--- src/rtl/winmon_pkg.sv ---
package winmon_pkg;

    typedef enum logic [1:0] {
        ST_IDLE   = 2'd0,
        ST_LAUNCH = 2'd1,
        ST_PACE   = 2'd2
    } pace_state_e;

endpackage

--- src/rtl/winmon_pacer.sv ---
module winmon_pacer
    import winmon_pkg::*;
#(
    parameter int NCH      = 4,
    parameter int BASE_CYC = 4,
    parameter int CODE_W   = 3
) (
    input  logic                   clk,
    input  logic                   rst_n,
    input  logic [CODE_W-1:0]      delay_code,
    input  logic [$clog2(NCH)-1:0] last_ch,
    output logic                   conv_start,
    output logic [$clog2(NCH)-1:0] conv_ch
);
    localparam int CHW   = $clog2(NCH);
    localparam int MAX_P = BASE_CYC << ((1 << CODE_W) - 1);
    localparam int CNT_W = $clog2(MAX_P + 1);

    pace_state_e      state_q, state_d;
    logic [CNT_W-1:0] cnt_q;
    logic [CHW-1:0]   ch_q;
    logic [CNT_W-1:0] period;

    assign period = CNT_W'(BASE_CYC) << delay_code;

    // next-state logic
    always_comb begin
        state_d = state_q;
        unique case (state_q)
            ST_IDLE:   state_d = ST_LAUNCH;
            ST_LAUNCH: state_d = ST_PACE;
            ST_PACE:   state_d = (cnt_q == '0) ? ST_LAUNCH : ST_PACE;
            default:   state_d = ST_IDLE;
        endcase
    end

    // state register
    always_ff @(posedge clk) begin
        if (!rst_n) state_q <= ST_IDLE;
        else        state_q <= state_d;
    end

    // interval counter and channel pointer
    always_ff @(posedge clk) begin
        if (!rst_n) begin
            cnt_q <= '0;
            ch_q  <= '0;
        end else begin
            unique case (state_q)
                ST_LAUNCH: begin
                    cnt_q <= period - CNT_W'(2);
                    ch_q  <= (ch_q >= last_ch) ? '0 : ch_q + CHW'(1);
                end
                ST_PACE:   if (cnt_q != '0) cnt_q <= cnt_q - CNT_W'(1);
                default:   cnt_q <= cnt_q;
            endcase
        end
    end

    // outputs
    always_comb begin
        conv_start = (state_q == ST_LAUNCH);
        conv_ch    = ch_q;
    end


    single_pulse_chk: assert property (@(posedge clk) disable iff (!rst_n)
        conv_start |=> !conv_start);


    pace_expire_chk: assert property (@(posedge clk) disable iff (!rst_n)
        (state_q == ST_PACE && cnt_q == '0) |=> conv_start);

endmodule

--- src/rtl/winmon_alarms.sv ---
module winmon_alarms #(
    parameter int NCH = 4,
    parameter int DW  = 10
) (
    input  logic                   clk,
    input  logic                   rst_n,
    input  logic [NCH-1:0]         alarm_clr,
    input  logic                   alert_ack,
    input  logic [NCH*DW-1:0]      lo_thr,
    input  logic [NCH*DW-1:0]      hi_thr,
    input  logic                   res_valid,
    input  logic [$clog2(NCH)-1:0] res_ch,
    input  logic [DW-1:0]          res_data,
    output logic [NCH-1:0]         set_vec,
    output logic [NCH-1:0]         alarm_q
);
    localparam int CHW = $clog2(NCH);

    for (genvar i = 0; i < NCH; i++) begin : g_ch
        logic [DW-1:0] lo_i, hi_i;
        logic          drop_i;

        assign lo_i    = lo_thr[i*DW +: DW];
        assign hi_i    = hi_thr[i*DW +: DW];
        assign set_vec[i] = res_valid && (res_ch == CHW'(i)) &&
                            ((res_data < lo_i) || (res_data > hi_i));
        assign drop_i  = alarm_clr[i] || alert_ack;

        // set takes priority over any clear
        always_ff @(posedge clk) begin
            if (!rst_n)          alarm_q[i] <= 1'b0;
            else if (set_vec[i]) alarm_q[i] <= 1'b1;
            else if (drop_i)     alarm_q[i] <= 1'b0;
        end


        alarm_set_chk: assert property (@(posedge clk) disable iff (!rst_n)
            set_vec[i] |=> alarm_q[i]);


        alarm_clear_chk: assert property (@(posedge clk) disable iff (!rst_n)
            (drop_i && !set_vec[i]) |=> !alarm_q[i]);


        alarm_hold_chk: assert property (@(posedge clk) disable iff (!rst_n)
            (!drop_i && !set_vec[i]) |=> $stable(alarm_q[i]));
    end

endmodule

--- src/rtl/winmon_irq.sv ---
module winmon_irq #(
    parameter int NCH = 4
) (
    input  logic           int_en,
    input  logic [NCH-1:0] alarm_q,
    output logic           irq_oe,
    output logic           irq_level
);
    always_comb begin
        irq_oe    = int_en && (|alarm_q);
        irq_level = 1'b0;
    end
endmodule

--- src/rtl/winmon_ctrl.sv ---
module winmon_ctrl #(
    parameter int NCH      = 4,
    parameter int DW       = 10,
    parameter int BASE_CYC = 4,
    parameter int CODE_W   = 3
) (
    input  logic                   clk,
    input  logic                   rst_n,
    input  logic [CODE_W-1:0]      delay_code,
    input  logic [$clog2(NCH)-1:0] last_ch,
    input  logic                   int_en,
    input  logic [NCH-1:0]         alarm_clr,
    input  logic                   alert_ack,
    input  logic [NCH*DW-1:0]      lo_thr,
    input  logic [NCH*DW-1:0]      hi_thr,
    input  logic                   res_valid,
    input  logic [$clog2(NCH)-1:0] res_ch,
    input  logic [DW-1:0]          res_data,
    output logic                   conv_start,
    output logic [$clog2(NCH)-1:0] conv_ch,
    output logic [NCH-1:0]         alarm_stat,
    output logic                   irq_oe,
    output logic                   irq_level
);
    logic [NCH-1:0] set_vec;

    winmon_pacer #(.NCH(NCH), .BASE_CYC(BASE_CYC), .CODE_W(CODE_W)) u_pacer (
        .clk        (clk),
        .rst_n      (rst_n),
        .delay_code (delay_code),
        .last_ch    (last_ch),
        .conv_start (conv_start),
        .conv_ch    (conv_ch)
    );

    winmon_alarms #(.NCH(NCH), .DW(DW)) u_alarms (
        .clk       (clk),
        .rst_n     (rst_n),
        .alarm_clr (alarm_clr),
        .alert_ack (alert_ack),
        .lo_thr    (lo_thr),
        .hi_thr    (hi_thr),
        .res_valid (res_valid),
        .res_ch    (res_ch),
        .res_data  (res_data),
        .set_vec   (set_vec),
        .alarm_q   (alarm_stat)
    );

    winmon_irq #(.NCH(NCH)) u_irq (
        .int_en    (int_en),
        .alarm_q   (alarm_stat),
        .irq_oe    (irq_oe),
        .irq_level (irq_level)
    );


    ack_release_chk: assert property (@(posedge clk) disable iff (!rst_n)
        (alert_ack && set_vec == '0) |=> !irq_oe);


    status_persist_chk: assert property (@(posedge clk) disable iff (!rst_n)
        ($changed(int_en) && alarm_clr == '0 && !alert_ack) |=> alarm_stat >= $past(alarm_stat));

endmodule

--- config.mk ---
export PLATFORM = sky130hd
export DESIGN_NAME = winmon_ctrl
export DESIGN_NICKNAME = d
export VERILOG_FILES = /design/src/rtl/winmon_pkg.sv /design/src/rtl/winmon_pacer.sv /design/src/rtl/winmon_alarms.sv /design/src/rtl/winmon_irq.sv /design/src/rtl/winmon_ctrl.sv
export SDC_FILE = /design/constraint.sdc
export NUM_CORES = 1
export LEC_CHECK = 0
export BUFFER_PORTS_ARGS = -buffer_cell sky130_fd_sc_hd__buf_2
export CAP_MARGIN = 30
export CORE_ASPECT_RATIO = 0.5
export CORE_MARGIN = 1.5
export CORE_UTILIZATION = 52
export CTS_BUF_LIST = sky130_fd_sc_hd__clkbuf_4
export DETAILED_ROUTE_END_ITERATION = 6
export PLACE_DENSITY = 0.82
export SLEW_MARGIN = 10
export SYNTH_ARGS = -nofsm -noshare
export SYNTH_HDL_FRONTEND = slang
export SYNTH_SLANG_ARGS = --single-unit
export TNS_END_PERCENT = 5
--- constraint.sdc ---
create_clock -name clk -period 5.05 [get_ports clk]
set_input_delay 1.515 -clock clk [delete_from_list [all_inputs] [get_ports clk]]
set_output_delay 1.515 -clock clk [all_outputs]
set_load 0.1 [all_outputs]
### Yosys cells after proc, flatten, opt, wreduce, memory -nomap -nowiden

Index checks and enable logic that the tools add are counted.

* register bits: 18
* bits of input ports: 106
* output and inout bits: 9
* word-level logic and storage cells: 67

* add/subtract/negate cells: 3
* $lt $le $gt $ge: 9
* eq/ne operators: 6
* shift operators: 1
* mux-type cells: 13
* reductions and logical operators: 28

Operator list (count)
* $gt A10 B10 Y1: 4
* $lt A10 B10 Y1: 4
* $pmux W10 S2: 1
* $logic_not A10 Y1: 1
* $mux W10: 1
* $reduce_bool A10 Y1: 1
* $reduce_bool A2 Y1: 5
* $shl A3 B3 Y10 const A: 1
* $sub A10 B1 Y10 const B: 1
* $sub A10 B2 Y10 const B: 1
* $logic_and A1 B1 Y1: 9
* $logic_or A1 B1 Y1: 8
* $mux W1: 8
* $eq A2 B2 Y1 const B: 3
* $pmux W2 S3: 1
* $eq A2 B1 Y1 const B: 2
* $logic_not A2 Y1: 2
* $mux W2: 2
* $reduce_or A4 Y1: 1
* $add A2 B1 Y2 const B: 1
* $ge A2 B2 Y1: 1
* $ne A2 B1 Y1 const B: 1
* $reduce_and A2 Y1: 1

### Depth between registers and ports, before layout

* depth after elaboration: 4
* gate-level depth with buffers: 9
* mapped depth without buffers: 7

### By module

Synthesis repeated with hierarchy kept, for this count alone.

* cell total of the unflattened synthesis: 388
* area total of the unflattened synthesis: 2964.1 um2

Modules (own cells, without submodules)
* winmon_alarms: times used 1, cells an instance 283, area an instance 2075.7 um2, sequential area each 80.1 um2
* winmon_pacer: times used 1, cells an instance 102, area an instance 865.8 um2, sequential area each 280.3 um2
* winmon_irq: times used 1, cells an instance 3, area an instance 22.5 um2, sequential area each 0.0 um2

### Worst setup path after synthesis

No wires, ideal clock.

* kind: input to output
* start point: input int_en
* end point: output irq_oe
* arrival time: 2.328 ns
* data required time: 3.535 ns
* slack: 1.207 ns
* stages on the path: 1
* path buffers: 0
* path through: o41a_1

* cells in the longest elaborated chain, start to end: 1

RTL lines
* start, declared: RTL line winmon_ctrl.sv:11 `input logic int_en,`
* $logic_and A1 B1 Y1: RTL line winmon_irq.sv:10 `irq_oe = int_en && (|alarm_q);`
* end, declared: RTL line winmon_ctrl.sv:22 `output logic irq_oe,`

No other way between the ends.

### Final worst setup path

Ends and elaborated chain as after synthesis.

==> flow_metrics.py <==
metrics = {
    "run_status": {
        "outcome": "completed",
    },
    "critical_path": {
        "critical_path_required_ps": 3540,
        "critical_path_buf_inv_count": 2,
        "crit_path_max_fanout": 1,
        "end_kind": "output pin",
        "critPathArrivalTime_ps": 2130,
        "crit_type": "input port to output pin",
        "crit_top_cell": "buf_2",
        "start_kind": "input port",
        "cp_top_family": "buffers and inverters",
        "slowest_stage": "buf_2",
        "critPathMaxStageDelay_ps": 420,
        "cp_cell_sequence": "buf_2 > o41a_1 > buf_2",
    },
    "placement": {
        "placed_area_mm2": 0.00353,
        "dp_hpwl_mm": 5.95,
        "post-place-ws_ps": 1400,
        "place.gp.congestion": 0.853,
        "io_buffers": 113,
    },
    "global_route": {
        "antenna_found_initial": 0,
        "grt_start_max_net_pins": 12,
        "grt_pass1_vias": 2776,
        "grt_overflow": 0,
        "gr-usage-all-layers_pct": 23.5,
        "grt_first_pass_wirelength_mm": 11.5,
    },
    "finish": {
        "drive_above_1_share_pct": 23.3,
        "syn_to_final_growth_pct": 22.3,
        "nNetsFinal": 692,
        "post-route-cell-area_mm2": 0.00356,
        "num_antenna_cells": 0,
        "fill_cells": 508,
    },
    "logic_synthesis": {
        "ys_seq_area_share_pct": 12.4,
        "synth_area_leaders": "ha_1 34%, dfxtp_1 12%, inv_1 11%",
        "synthCells": 396,
        "synth_edf_count": 0,
        "yosys_most_used_dff": "dfxtp_1",
        "synth_top_area_share_pct": 34.0,
        "synth_top_area_cell": "ha_1",
        "yosysWarnings": 0,
        "async_reset_ff_share_pct": 0,
        "synth_cell_type_count": 52,
        "syn-cell-area_mm2": 0.00291,
        "postSynthAreaPerCell_um2": 7.35,
        "ys_ff_latch": 18,
        "syn_nets": 581,
    },
    "clocking": {
        "cts_tree": "yes",
        "post-cts-setup-buffer-count": 0,
        "cts_hold_buf": 0,
        "clock_latency_ps": 310,
        "ctsLongestPathBuffers": 2,
        "root_buffer": "clkbuf_4",
        "clkSlewWorstSetupHoldPaths_ps": 110,
        "cts_sinks": 18,
        "cts_buffers": 3,
        "cts_max_level": 1,
        "post_cts_resized": 0,
    },
    "power_and_ir_drop": {
        "peakVddDrop_mv": 0.215,
        "powerDensity_mw_per_mm2": 181,
        "leakage_nw": 2.04,
    },
    "floorplan": {
        "start_util_pct": 53.5,
        "pin_count": 115,
        "dieArea_mm2": 0.00608,
        "core_mm2": 0.00544,
        "rows": 19,
        "die_w_um": 109,
        "dieHeight_um": 55.9,
    },
    "min_path": {
        "hold_class": "flip-flop to flip-flop",
    },
    "sta": {
        "fin_tns_setup_ps": 0,
        "rsz0062_at_grt": "false",
        "hold_ws_ps": 532,
        "setup_viol": 0,
        "relSlewSlack_pct": 51.0,
        "skew_ps": 4.93,
        "period_share_pct": 72.2,
        "fmax_ghz": 0.274,
        "worst_pin_slew_ps": 725,
        "period_minus_slack_ps": 3640,
        "hold_viol": 0,
        "worst_slack_ps": 1410,
        "slew_viol_final": 0,
    },
    "route": {
        "initialDrtViolationCount": 119,
        "drtAntennaViolNets": 0,
        "via_count": 3078,
        "route.detailed.drc": 0,
        "wirelength_mm": 7.10,
        "first_pass_iters": 4,
        "via_per_inst": 5.32,
        "wl_per_cell_um": 12.3,
    },
    "flow_run": {
        "drv_cap": 0,
    },
}
routing by layer:
layer,vias up,track usage [%],share of wire (%)
li1,1614,-,-
met1,1378,26.8,45
met2,74,44.8,48
met3,12,4.33,5.5
met4,0,5.83,1.3
met5,-,0,0
cells in the mapped netlist, drive strengths merged (2+ instances only):
master	n
nor2	20
ha	79
o21ai	21
a41oi	6
nor4	5
inv	84
a2111oi	6
or4	4
nand2	29
o211ai	2
nand4	11
a32oi	2
nor3	3
xor2	2
xnor2	2
nand2b	7
dfxtp	18
a21oi	31
nor2b	8
a21o	6
buf	3
a31oi	4
clkbuf	4
nand3b	4
nand3	12
path summary, 6_finish.rpt:
path,startpoint,slack (ps),to,depth (start not counted)
max,int_en,1410,irq_oe,3
min,u_pacer.cnt_q[7],530,u_pacer.cnt_q[7],2
max reg2reg,u_pacer.cnt_q[0],2550,u_pacer.cnt_q[5],7
min reg2reg,u_pacer.cnt_q[7],530,u_pacer.cnt_q[7],2
through the flow:
stage	cells	utilization, %	power, mW
final	579	65.4	0.644
after global routing	579	65.4	0.703
after CTS	579	65.4	0.646
after detailed placement	575	64.9	0.565
after global placement	575	64.9	0.557
after floorplan	396	-	0.463
cell type report:
cell class	instances	area, um^2	share of cell area [%]
inverter	85	319	8.96
clock buffer	3	22.5	0.633
clock inverter	1	3.75	0.105
tap	73	91.3	2.57
sequential	18	360	10.1
timing repair buffer	113	566	15.9
multi-input combinational	286	2200	61.7
cell usage in the layout, fill, tap and decap left out, types with 2 or more instances in the layout:
master     count
a2111oi_0      6
a21o_1         6
a21oi_1       31
a31oi_1        4
a32oi_1        2
a41oi_1        6
buf_2        113
clkbuf_4       3
clkinv_1       2
dfxtp_1       18
ha_1          79
inv_1         84
nand2_1       29
nand2b_1       7
nand3_1       12
nand3b_1       4
nand4_1       11
nor2_1        20
nor2b_1        8
nor3_1         3
nor4_1         5
o211ai_1       2
o21ai_0       20
or4_1          3
xnor2_1        2
xor2_1         2
power breakdown:
group	leakage, nW	internal, mW	total, mW	switching (mW)
Clock	0.0154	0.0289	0.0783	0.0494
Combinational	1.88	0.150	0.379	0.230
Sequential	0.148	0.162	0.186	0.0237
sequential cells by signal, summed over array words and instances (netlist names):
signal	flops
u_alarms.alarm_q	4
u_pacer.cnt_q	10
u_pacer.conv_ch	2
u_pacer.state_q	2
cells by family after synthesis:
group | synth area share, %
AOI/OAI and AO/OA | 19.7
xor gates and xnor gates | 1.20
adders and majority gates | 34.0
buffers and inverters | 12.1
DFF | 12.4
muxes | 0.731
other | 0.129
and+or+nand+nor | 19.7
tightest hold or removal path, stage by stage (launching register included):
cell and delay, ps:
dfxtp_1 340, a32oi_1 90, nor2_1 80
Power figures use the tool's default switching activity.
